$ cat config.mk
export PLATFORM = sky130hd
export DESIGN_NAME = sio_cfg_port
export DESIGN_NICKNAME = d
export VERILOG_FILES = /design/src/rtl/sio_cfg_pkg.sv /design/src/rtl/sio_key_gate.sv /design/src/rtl/sio_ldev_bank.sv /design/src/rtl/sio_cfg_port.sv
export SDC_FILE = /design/constraint.sdc
export NUM_CORES = 1
export LEC_CHECK = 0
export BUFFER_PORTS_ARGS = -buffer_cell sky130_fd_sc_hd__buf_2
export CAP_MARGIN = 20
export CORE_MARGIN = 2
export CORE_UTILIZATION = 57
export DETAILED_ROUTE_END_ITERATION = 16
export PLACE_DENSITY = 0.82
export SLEW_MARGIN = 30
export SYNTH_ARGS = -nofsm -noshare
export SYNTH_HDL_FRONTEND = slang
export SYNTH_HIERARCHICAL = 1
export SYNTH_SLANG_ARGS = --single-unit
$ cat constraint.sdc
create_clock -name clk -period 2.8 [get_ports clk]
set_clock_uncertainty 0.2 [all_clocks]
set_input_delay 0.42 -clock clk [delete_from_list [all_inputs] [get_ports clk]]
set_output_delay 0.42 -clock clk [all_outputs]
set_load 0.05 [all_outputs]
$ cat src/rtl/sio_cfg_pkg.sv
package sio_cfg_pkg;
  localparam logic [7:0] KEY_OPEN    = 8'h55;
  localparam logic [7:0] KEY_CLOSE   = 8'hAA;
  localparam logic [7:0] IDX_DEVNUM  = 8'h07;
  localparam logic [7:0] IDX_CHIPID  = 8'h20;
  localparam logic [7:0] IDX_ACTIVE  = 8'h30;
  localparam logic [7:0] IDX_BASE_LO = 8'h66;
  localparam logic [7:0] IDX_BASE_HI = 8'h67;
  localparam logic [7:0] FLOAT_BYTE  = 8'hFF;

  typedef enum logic [2:0] {
    SEL_NONE, SEL_DEVNUM, SEL_CHIPID, SEL_ACTIVE, SEL_BLO, SEL_BHI
  } reg_sel_e;

  function automatic reg_sel_e decode_index(input logic [7:0] idx);
    case (idx)
      IDX_DEVNUM:  return SEL_DEVNUM;
      IDX_CHIPID:  return SEL_CHIPID;
      IDX_ACTIVE:  return SEL_ACTIVE;
      IDX_BASE_LO: return SEL_BLO;
      IDX_BASE_HI: return SEL_BHI;
      default:     return SEL_NONE;
    endcase
  endfunction
endpackage

$ cat src/rtl/sio_key_gate.sv
module sio_key_gate
  import sio_cfg_pkg::*;
(
  input  logic       clk,
  input  logic       rst,
  input  logic       idx_wr,
  input  logic [7:0] wdata,
  output logic       open_q,
  output logic       idx_load
);
  always_comb idx_load = idx_wr && open_q && (wdata != KEY_CLOSE);

  always_ff @(posedge clk) begin
    if (rst) begin
      open_q <= 1'b0;
    end else if (idx_wr) begin
      if (!open_q && wdata == KEY_OPEN)       open_q <= 1'b1;
      else if (open_q && wdata == KEY_CLOSE)  open_q <= 1'b0;
    end
  end


  open_key_chk: assert property (@(posedge clk) disable iff (rst)
    (!open_q && idx_wr && wdata == KEY_OPEN) |=> open_q);

  close_key_chk: assert property (@(posedge clk) disable iff (rst)
    (open_q && idx_wr && wdata == KEY_CLOSE) |=> !open_q);

  stay_closed_chk: assert property (@(posedge clk) disable iff (rst)
    (!open_q && !(idx_wr && wdata == KEY_OPEN)) |=> !open_q);
endmodule

$ cat src/rtl/sio_ldev_bank.sv
module sio_ldev_bank
  import sio_cfg_pkg::*;
#(
  parameter int NUM_LDEV = 16,
  parameter int EC_LDN   = 12,
  localparam int LDN_W   = (NUM_LDEV > 1) ? $clog2(NUM_LDEV) : 1
) (
  input  logic             clk,
  input  logic             rst,
  input  logic             wr_en,
  input  reg_sel_e         wr_sel,
  input  logic [LDN_W-1:0] ldn,
  input  logic [7:0]       wdata,
  output logic             rd_act,
  output logic [7:0]       rd_lo,
  output logic [7:0]       rd_hi,
  output logic             ec_act,
  output logic [15:0]      ec_base
);
  localparam logic [LDN_W-1:0] EC_SEL = LDN_W'(EC_LDN);

  logic [NUM_LDEV-1:0]      act_q;
  logic [NUM_LDEV-1:0][7:0] lo_q;
  logic [NUM_LDEV-1:0][7:0] hi_q;
  logic [NUM_LDEV-1:0]      dev_we;

  for (genvar g = 0; g < NUM_LDEV; g++) begin : g_we
    assign dev_we[g] = wr_en && (ldn == LDN_W'(g));
  end

  always_ff @(posedge clk) begin
    if (rst) begin
      act_q <= '0;
      lo_q  <= '0;
      hi_q  <= '0;
    end else begin
      for (int i = 0; i < NUM_LDEV; i++) begin
        if (dev_we[i]) begin
          case (wr_sel)
            SEL_ACTIVE: act_q[i] <= wdata[0];
            SEL_BLO:    lo_q[i]  <= wdata;
            SEL_BHI:    hi_q[i]  <= wdata;
            default:    ;
          endcase
        end
      end
    end
  end

  always_comb begin
    rd_act  = act_q[ldn];
    rd_lo   = lo_q[ldn];
    rd_hi   = hi_q[ldn];
    ec_act  = act_q[EC_SEL];
    ec_base = {hi_q[EC_SEL], lo_q[EC_SEL]};
  end


  ec_hold_chk: assert property (@(posedge clk) disable iff (rst)
    !(wr_en && ldn == EC_SEL) |=> ($stable(ec_base) && $stable(ec_act)));

  ec_lo_write_chk: assert property (@(posedge clk) disable iff (rst)
    (wr_en && ldn == EC_SEL && wr_sel == SEL_BLO) |=> ec_base[7:0] == $past(wdata));
endmodule

$ cat src/rtl/sio_cfg_port.sv
module sio_cfg_port
  import sio_cfg_pkg::*;
#(
  parameter int              ADDR_W    = 16,
  parameter logic [ADDR_W-1:0] BASE_ADDR = 16'h004E,
  parameter int              NUM_LDEV  = 16,
  parameter int              EC_LDN    = 12,
  parameter logic [7:0]      CHIP_ID   = 8'hC6
) (
  input  logic              clk,
  input  logic              rst,
  input  logic [ADDR_W-1:0] bus_addr,
  input  logic              bus_wr,
  input  logic              bus_rd,
  input  logic [7:0]        bus_wdata,
  output logic [7:0]        bus_rdata,
  output logic [15:0]       ec_base,
  output logic              ec_enable
);
  localparam int LDN_W = (NUM_LDEV > 1) ? $clog2(NUM_LDEV) : 1;
  localparam logic [ADDR_W-1:0] DATA_ADDR = BASE_ADDR + ADDR_W'(1);

  logic       idx_hit, dat_hit, open_q, idx_load;
  logic [7:0] index_q, devnum_q, rd_val;
  logic       dev_ok, bank_act;
  logic [7:0] bank_lo, bank_hi;
  reg_sel_e   sel;

  always_comb begin
    idx_hit = (bus_addr == BASE_ADDR);
    dat_hit = (bus_addr == DATA_ADDR);
    sel     = decode_index(index_q);
    dev_ok  = (int'(devnum_q) < NUM_LDEV);
  end

  sio_key_gate u_gate (
    .clk      (clk),
    .rst      (rst),
    .idx_wr   (bus_wr && idx_hit),
    .wdata    (bus_wdata),
    .open_q   (open_q),
    .idx_load (idx_load)
  );

  always_ff @(posedge clk) begin
    if (rst) begin
      index_q  <= '0;
      devnum_q <= '0;
    end else begin
      if (idx_load) index_q <= bus_wdata;
      if (bus_wr && dat_hit && open_q && sel == SEL_DEVNUM) devnum_q <= bus_wdata;
    end
  end

  sio_ldev_bank #(.NUM_LDEV(NUM_LDEV), .EC_LDN(EC_LDN)) u_bank (
    .clk     (clk),
    .rst     (rst),
    .wr_en   (bus_wr && dat_hit && open_q && dev_ok),
    .wr_sel  (sel),
    .ldn     (devnum_q[LDN_W-1:0]),
    .wdata   (bus_wdata),
    .rd_act  (bank_act),
    .rd_lo   (bank_lo),
    .rd_hi   (bank_hi),
    .ec_act  (ec_enable),
    .ec_base (ec_base)
  );

  always_comb begin
    rd_val = 8'h00;
    if (!open_q) begin
      rd_val = FLOAT_BYTE;
    end else if (idx_hit) begin
      rd_val = index_q;
    end else begin
      case (sel)
        SEL_DEVNUM: rd_val = devnum_q;
        SEL_CHIPID: rd_val = CHIP_ID;
        SEL_ACTIVE: rd_val = dev_ok ? {7'b0, bank_act} : 8'h00;
        SEL_BLO:    rd_val = dev_ok ? bank_lo : 8'h00;
        SEL_BHI:    rd_val = dev_ok ? bank_hi : 8'h00;
        default:    rd_val = 8'h00;
      endcase
    end
  end

  always_ff @(posedge clk) begin
    if (rst)                         bus_rdata <= FLOAT_BYTE;
    else if (bus_rd && (idx_hit || dat_hit)) bus_rdata <= rd_val;
  end


  closed_read_chk: assert property (@(posedge clk) disable iff (rst)
    (bus_rd && dat_hit && !open_q) |=> bus_rdata == 8'hFF);

  chip_id_chk: assert property (@(posedge clk) disable iff (rst)
    (bus_rd && dat_hit && open_q && index_q == IDX_CHIPID) |=> bus_rdata == CHIP_ID);

  index_hold_chk: assert property (@(posedge clk) disable iff (rst)
    !open_q |=> $stable(index_q));

  devnum_write_chk: assert property (@(posedge clk) disable iff (rst)
    (bus_wr && dat_hit && open_q && index_q == IDX_DEVNUM) |=> devnum_q == $past(bus_wdata));

  offport_chk: assert property (@(posedge clk) disable iff (rst)
    !(idx_hit || dat_hit) |=> ($stable(bus_rdata) && $stable(open_q)));
endmodule

After elaboration in Yosys (flattened, before gate mapping). Index checks and enable logic that the tools add are counted. Widths: inputs -> output; s select.

Register bits: 297. Output and inout port bits: 25. Logic and storage cells: 178.

$lt $le $gt $ge: 2. Equal/unequal tests: 30. Multiplexer cells: 15. Reduce and logical (&&, ||, !) cells: 79.

Operators with widths (count): $reduce_and 2->1 (49); $bmux 8 s4 (2); $mux 8 (6); $pmux 8 s5 (1); $eq 16x7->1 const B (2); $eq 4x4->1 const B (8); $logic_and 1x1->1 (26); $eq 8x7->1 const B (3); $eq 4x3->1 const B (4); $eq 8x6->1 const B (2); $pmux 3 s5 (1); $eq 4x2->1 const B (2); $eq 8x3->1 const B (1); $eq 8x8->1 const B (1); $lt 8x5->1 const B (1); $ne 8x8->1 const B (1); $eq 3x2->1 const B (2); $eq 3x3->1 const B (2); $lt 4x5->1 const B (1); $bmux 1 s4 (1); $eq 4x1->1 const B (1); $logic_not 4->1 (1); $mux 1 (4); $eq 3x1->1 const B (1); other kinds (3) (3).

Logic depth before layout (Yosys ltp).
Depth after elaboration: 6. Mapped depth: 11.

By module. The synthesis kept the hierarchy.

By module, submodules not included: sio_ldev_bank (instances 1, cells an instance 1512, area an instance 13977.2 µm², sequential area each 5445.2 µm²); sio_cfg_port (instances 1, cells an instance 152, area an instance 1470.2 µm², sequential area each 480.5 µm²); sio_key_gate (instances 1, cells an instance 11, area an instance 97.6 µm², sequential area each 20.0 µm²).

Worst setup path before layout. No wires, ideal clock.

Kind: input to register. From: input port bus_addr[4]. To: register u_bank/lo_q[8] (netlist bit). Setup time: 0.132 ns. Arrival: 2.345 ns. Data required time: 2.468 ns. Path slack: 0.123 ns. Stages: 10. Buffers on the path: 4. Cell sequence: nor4b_1 -> and4_1 -> and3_1 -> buf_4 -> or3b_1 -> clkbuf_1 -> buf_6 -> buf_6 -> o31ai_2 -> a21oi_1.

Word-level cells in the longest chain between the ends: 6.

RTL lines: start: declaration (line sio_cfg_port.sv:12) `input logic [ADDR_W-1:0] bus_addr,`; $eq 16x7->1 (line sio_cfg_port.sv:31) `dat_hit = (bus_addr == DATA_ADDR);`; $logic_and 1x1->1 (3 in series) (line sio_cfg_port.sv:58) `.wr_en (bus_wr && dat_hit && open_q && dev_ok),`; $logic_and 1x1->1 (line sio_ldev_bank.sv:28) `assign dev_we[g] = wr_en && (ldn == LDN_W'(g));`; $reduce_and 2->1 (no line); end signal: indexed assignment (line sio_ldev_bank.sv:41) `SEL_BLO: lo_q[i] <= wdata;`; end: declaration (line sio_ldev_bank.sv:23) `logic [NUM_LDEV-1:0][7:0] lo_q;`.

No other way between the ends. A chain may end at the register's enable or synchronous reset.

Worst setup path after layout.
From: register devnum_q[1]. To: register bus_rdata[4].

Word-level cells in the longest chain between the ends: 6.

RTL lines: start: declaration (line sio_cfg_port.sv:24) `logic [7:0] index_q, devnum_q, rd_val;`; start signal: assignment (line sio_cfg_port.sv:51) `if (bus_wr && dat_hit && open_q && sel == SEL_DEVNUM) devnum_q <= bus_wdata;`; $bmux 8 s4 (line sio_ldev_bank.sv:53) `rd_hi = hi_q[ldn];`; $mux 8 (not written as such) (line sio_ldev_bank.sv:53); net bank_hi[4] (line sio_cfg_port.sv:26) `logic [7:0] bank_lo, bank_hi;`; $mux 8 (line sio_cfg_port.sv:81) `SEL_BHI: rd_val = dev_ok ? bank_hi : 8'h00;`; $pmux 8 s5 (line sio_cfg_port.sv:76) `case (sel)`; $mux 8 (line sio_cfg_port.sv:73) `end else if (idx_hit) begin`; $mux 8 (line sio_cfg_port.sv:71) `if (!open_q) begin`; end signal: assignment (line sio_cfg_port.sv:89) `else if (bus_rd && (idx_hit || dat_hit)) bus_rdata <= rd_val;`; end: declaration (line sio_cfg_port.sv:16) `output logic [7:0] bus_rdata,`.

The timed path passes the listed nets, and every way through them passes these cells. The select of a mux whose other input is x is not followed.

==> summary.txt <==
Status
  – Outcome: finished, violations left
  – Failing checks: setup timing

Logic synthesis
  – Mapped cell area: 0.0155 mm^2
  – Avg Cell Area, Syn: 9.28 um^2
  – Syn Inst Count: roughly 1,700
  – Post-synthesis sequential area ratio: 0.382
  – Synth Flop Type: dfxtp_1
  – EDFF count, synth: 0
  – FF+latch count, synth: 297
  – Synth Warn #: 6
  – Netlist cell types: 65
  – Syn nets: 1,703
  – Ys async rst share: 0

Power
  – P_leak: 5.28 nW
  – Pwr/cell area: 497 mW/mm^2
  – Total Power: ~0.0086 W
  – VDD IR-drop max: 0.421 mV

Detailed routing
  – Via density: between 7 and 8
  – DRT Pass-1 Iters: 6
  – Vias: between 10,000 and 15,000
  – Post-route DRC: 0
  – Routed WL per cell: ~25 um
  – Antenna-violating nets left: 0
  – Final Routed Wirelength: 49,400 um
  – DRT iter0 DRCs: approximately 2,400

Setup path
  – CP Launch Type: register
  – Crit end category: register
  – Worst path required time: 3.06 ns
  – Highest net fanout along the worst path: 14
  – Arr. time, crit path: 3.07 ns
  – Setup CP Type: register to register

Layout
  – Antenna Cells: 0
  – P&R area growth vs syn: 11.1%
  – Nets: 1,607
  – Cell Count, Final, Fillers Out: 1,942
  – Share of layout cells above drive strength 1: 0.216

Timing
  – Relative slew slack: 0.505
  – Setup tns final: -0.0193 ns
  – RSZ-0062 raised after global routing: true
  – Fin. max-slew vios: 0
  – Slack of the critical path: -0.00969 ns
  – Final period utilization: 1.00
  – Final hold violation count: 0
  – Peak Freq: 356 MHz
  – # setup viols final: 4
  – Minimum clock period: approximately 2.8 ns
  – Tightest Pin Transition: 0.743 ns

Global route
  – Initial antenna violation count: 2
  – Grt ovf: 0
  – Largest net degree at the start of global routing: 129
  – All-layer global routing usage: 0.330
  – Number of global-route vias before repair: around 15,000
  – First-pass GRT wire length: 77,200 um

Job
  – Number of max-cap violations: 0

Placement
  – IO buf count: between 50 and 60
  – Dpl cells: 1,875
  – Gp weighted congestion: 0.867
  – Hpwl dp: 26,500 um

Clock tree
  – Hold_buf cts: 0
  – H-tree depth: 1
  – Worst-path clk slew: 0.06 ns
  – Skew-Pair Late Insertion Delay: roughly 0.58 ns
  – Sink Count: ~300
  – Clk buf depth: 3
  – Number of CTS-inserted buffers: 31
  – CTS tree: done
  – Clock root cell: clkbuf_16

Min path
  – Hold WC Path Type: primary input to register

Floorplanning
  – Die height: between 150 and 200 um
  – Top-level I/O count: between 50 and 60
  – FP Rows: 60
  – Starting Density: 0.578
  – Die X: 169 um
  – DIE AREA: 0.0286 mm^2
  – Core ar.: 0.0269 mm^2
## sequential cells by signal (all words and copies together) (netlist names)
| name | cells |
|---|---|
| bus_rdata | 8 |
| u_bank/ec_base | 16 |
| index_q | 8 |
| devnum_q | 8 |
| u_bank/hi_q | 120 |
| u_gate/open_q | 1 |
| u_bank/lo_q | 120 |
| u_bank/act_q | 16 |
## worst max-delay path, stage by stage, from the launching register on
cell     delay, ns
dfxtp_4       0.58
buf_8         0.25
mux4_2        0.36
a22oi_1       0.31
nand2_1       0.20
mux2_2        0.31
a22o_1        0.20
mux2i_1       0.18
a21oi_1       0.10
## routing by layer
layer / wire (um) / up-vias / GRT usage
li1: - / 6423 / -
met1: 19000 / 7183 / 0.434
met2: 22400 / 1062 / 0.516
met3: 5960 / 194 / 0.0721
met4: 2000 / 4 / 0.165
met5: 23 / - / 0
## final timing paths
| path | depth (start not counted) | startpoint | slack, ns | end |
|---|---|---|---|---|
| setup / recovery | 8 | devnum_q[1]$_SDFFE_PP0P_ | -0.01 | bus_rdata[4]$_SDFFE_PP1P_ |
| hold / removal | 3 | bus_wdata[5] | 0.13 | u_bank/lo_q[37]$_SDFFE_PP0P_ |
| setup reg to reg | 8 | devnum_q[1]$_SDFFE_PP0P_ | -0.01 | bus_rdata[4]$_SDFFE_PP1P_ |
| hold reg to reg | 2 | u_bank/hi_q[124]$_SDFFE_PP0P_ | 0.27 | u_bank/hi_q[124]$_SDFFE_PP0P_ |
## synthesized netlist by cell type, drive strengths merged (2+ instances only)
cell    instances  area share
nor4            4      0.0026
mux4           68       0.099
a22oi          35       0.017
nand2b          3      0.0012
o21ai           5      0.0016
o211ai          9      0.0043
and3            4      0.0016
nor3            6      0.0027
and3b           4      0.0023
nand2          20      0.0050
or3b            3      0.0019
a22o            2      0.0011
a31oi           2     0.00080
buf           138       0.051
dfxtp         297        0.38
nor2           23      0.0057
nand3b          4      0.0019
and4bb          3      0.0024
mux2i          18       0.012
inv             8      0.0019
nand4         274        0.11
nor4b           5      0.0038
and4            3      0.0017
a21oi         275       0.089
nand3           2      0.0014
nor2b           4      0.0016
clkbuf        151       0.038
a221oi          4      0.0023
and2            2     0.00080
nor3b           2      0.0013
o31ai         272        0.14
mux2            7      0.0051
## cell families after synthesis
family	synth area share
AOI/OAI and AO/OA	0.258
buffers and inverters	0.0906
xor gates and xnor gates	0.000564
muxes	0.115
DFF	0.382
and+or+nand+nor	0.153
## cell type report
cell class                      instances  area [um^2]
Clock inverter                          9         77.6
Multi-Input combinational cell       1081         8300
Clock buffer                           46          942
Fill cell                            2103         9600
Sequential cell                       297         5950
Timing Repair Buffer                  160         1540
Inverter                                8         30.0
Tap cell                              341          427
## cells in the final DEF (no fill, tap or decap), types with 2 or more instances in the layout
cell       count
clkbuf_8      12
or3b_4         3
o31ai_2       21
nor2b_1        2
nand2_2        3
a21oi_1      275
nor4b_1        4
o211ai_1       9
mux4_2        68
nor2b_4        2
nand2b_2       2
and4_1         3
a22oi_1       31
and3_1         3
nor4_1         3
nand2_1       17
a22o_1         2
nand3b_1       4
clkbuf_16     32
mux2i_1       18
a31oi_1        2
clkinv_2       6
buf_12        33
dfxtp_1      295
nor2_1        22
mux2_2         6
a221oi_2       3
dfxtp_4        2
and3b_2        2
and4bb_1       2
nand4_1      274
clkbuf_1       4
buf_2         51
buf_4         71
o31ai_1      251
o21ai_0        5
inv_1          8
a22oi_2        4
nor3_1         4
## power by group
part / switching, W / internal (W)
Combinational: 0.000165 / 0.0000405
Clock: 0.00176 / 0.00240
Sequential: 0.00000000000310 / 0.00422
Total: 0.00193 / 0.00666
## stage by stage
stage	cell area, um^2	setup WS (ns)	hold slack (ns)	utilization
2_1_floorplan	15500	0.123	0.245	-
3_3_place_gp	16100	0.0714	0.250	0.598
3_5_place_dp	16100	-0.0446	0.260	0.598
4_1_cts	17100	0.0106	0.121	0.636
5_1_grt	17300	-0.0520	0.143	0.643
6_report	17300	-0.00969	0.132	0.643
## repair_timing
action	CTS	global route
buffers inserted	0	11
endpoints found under the setup margin	0	139
gates resized for setup	0	15
Power figures use the tool's default switching activity.
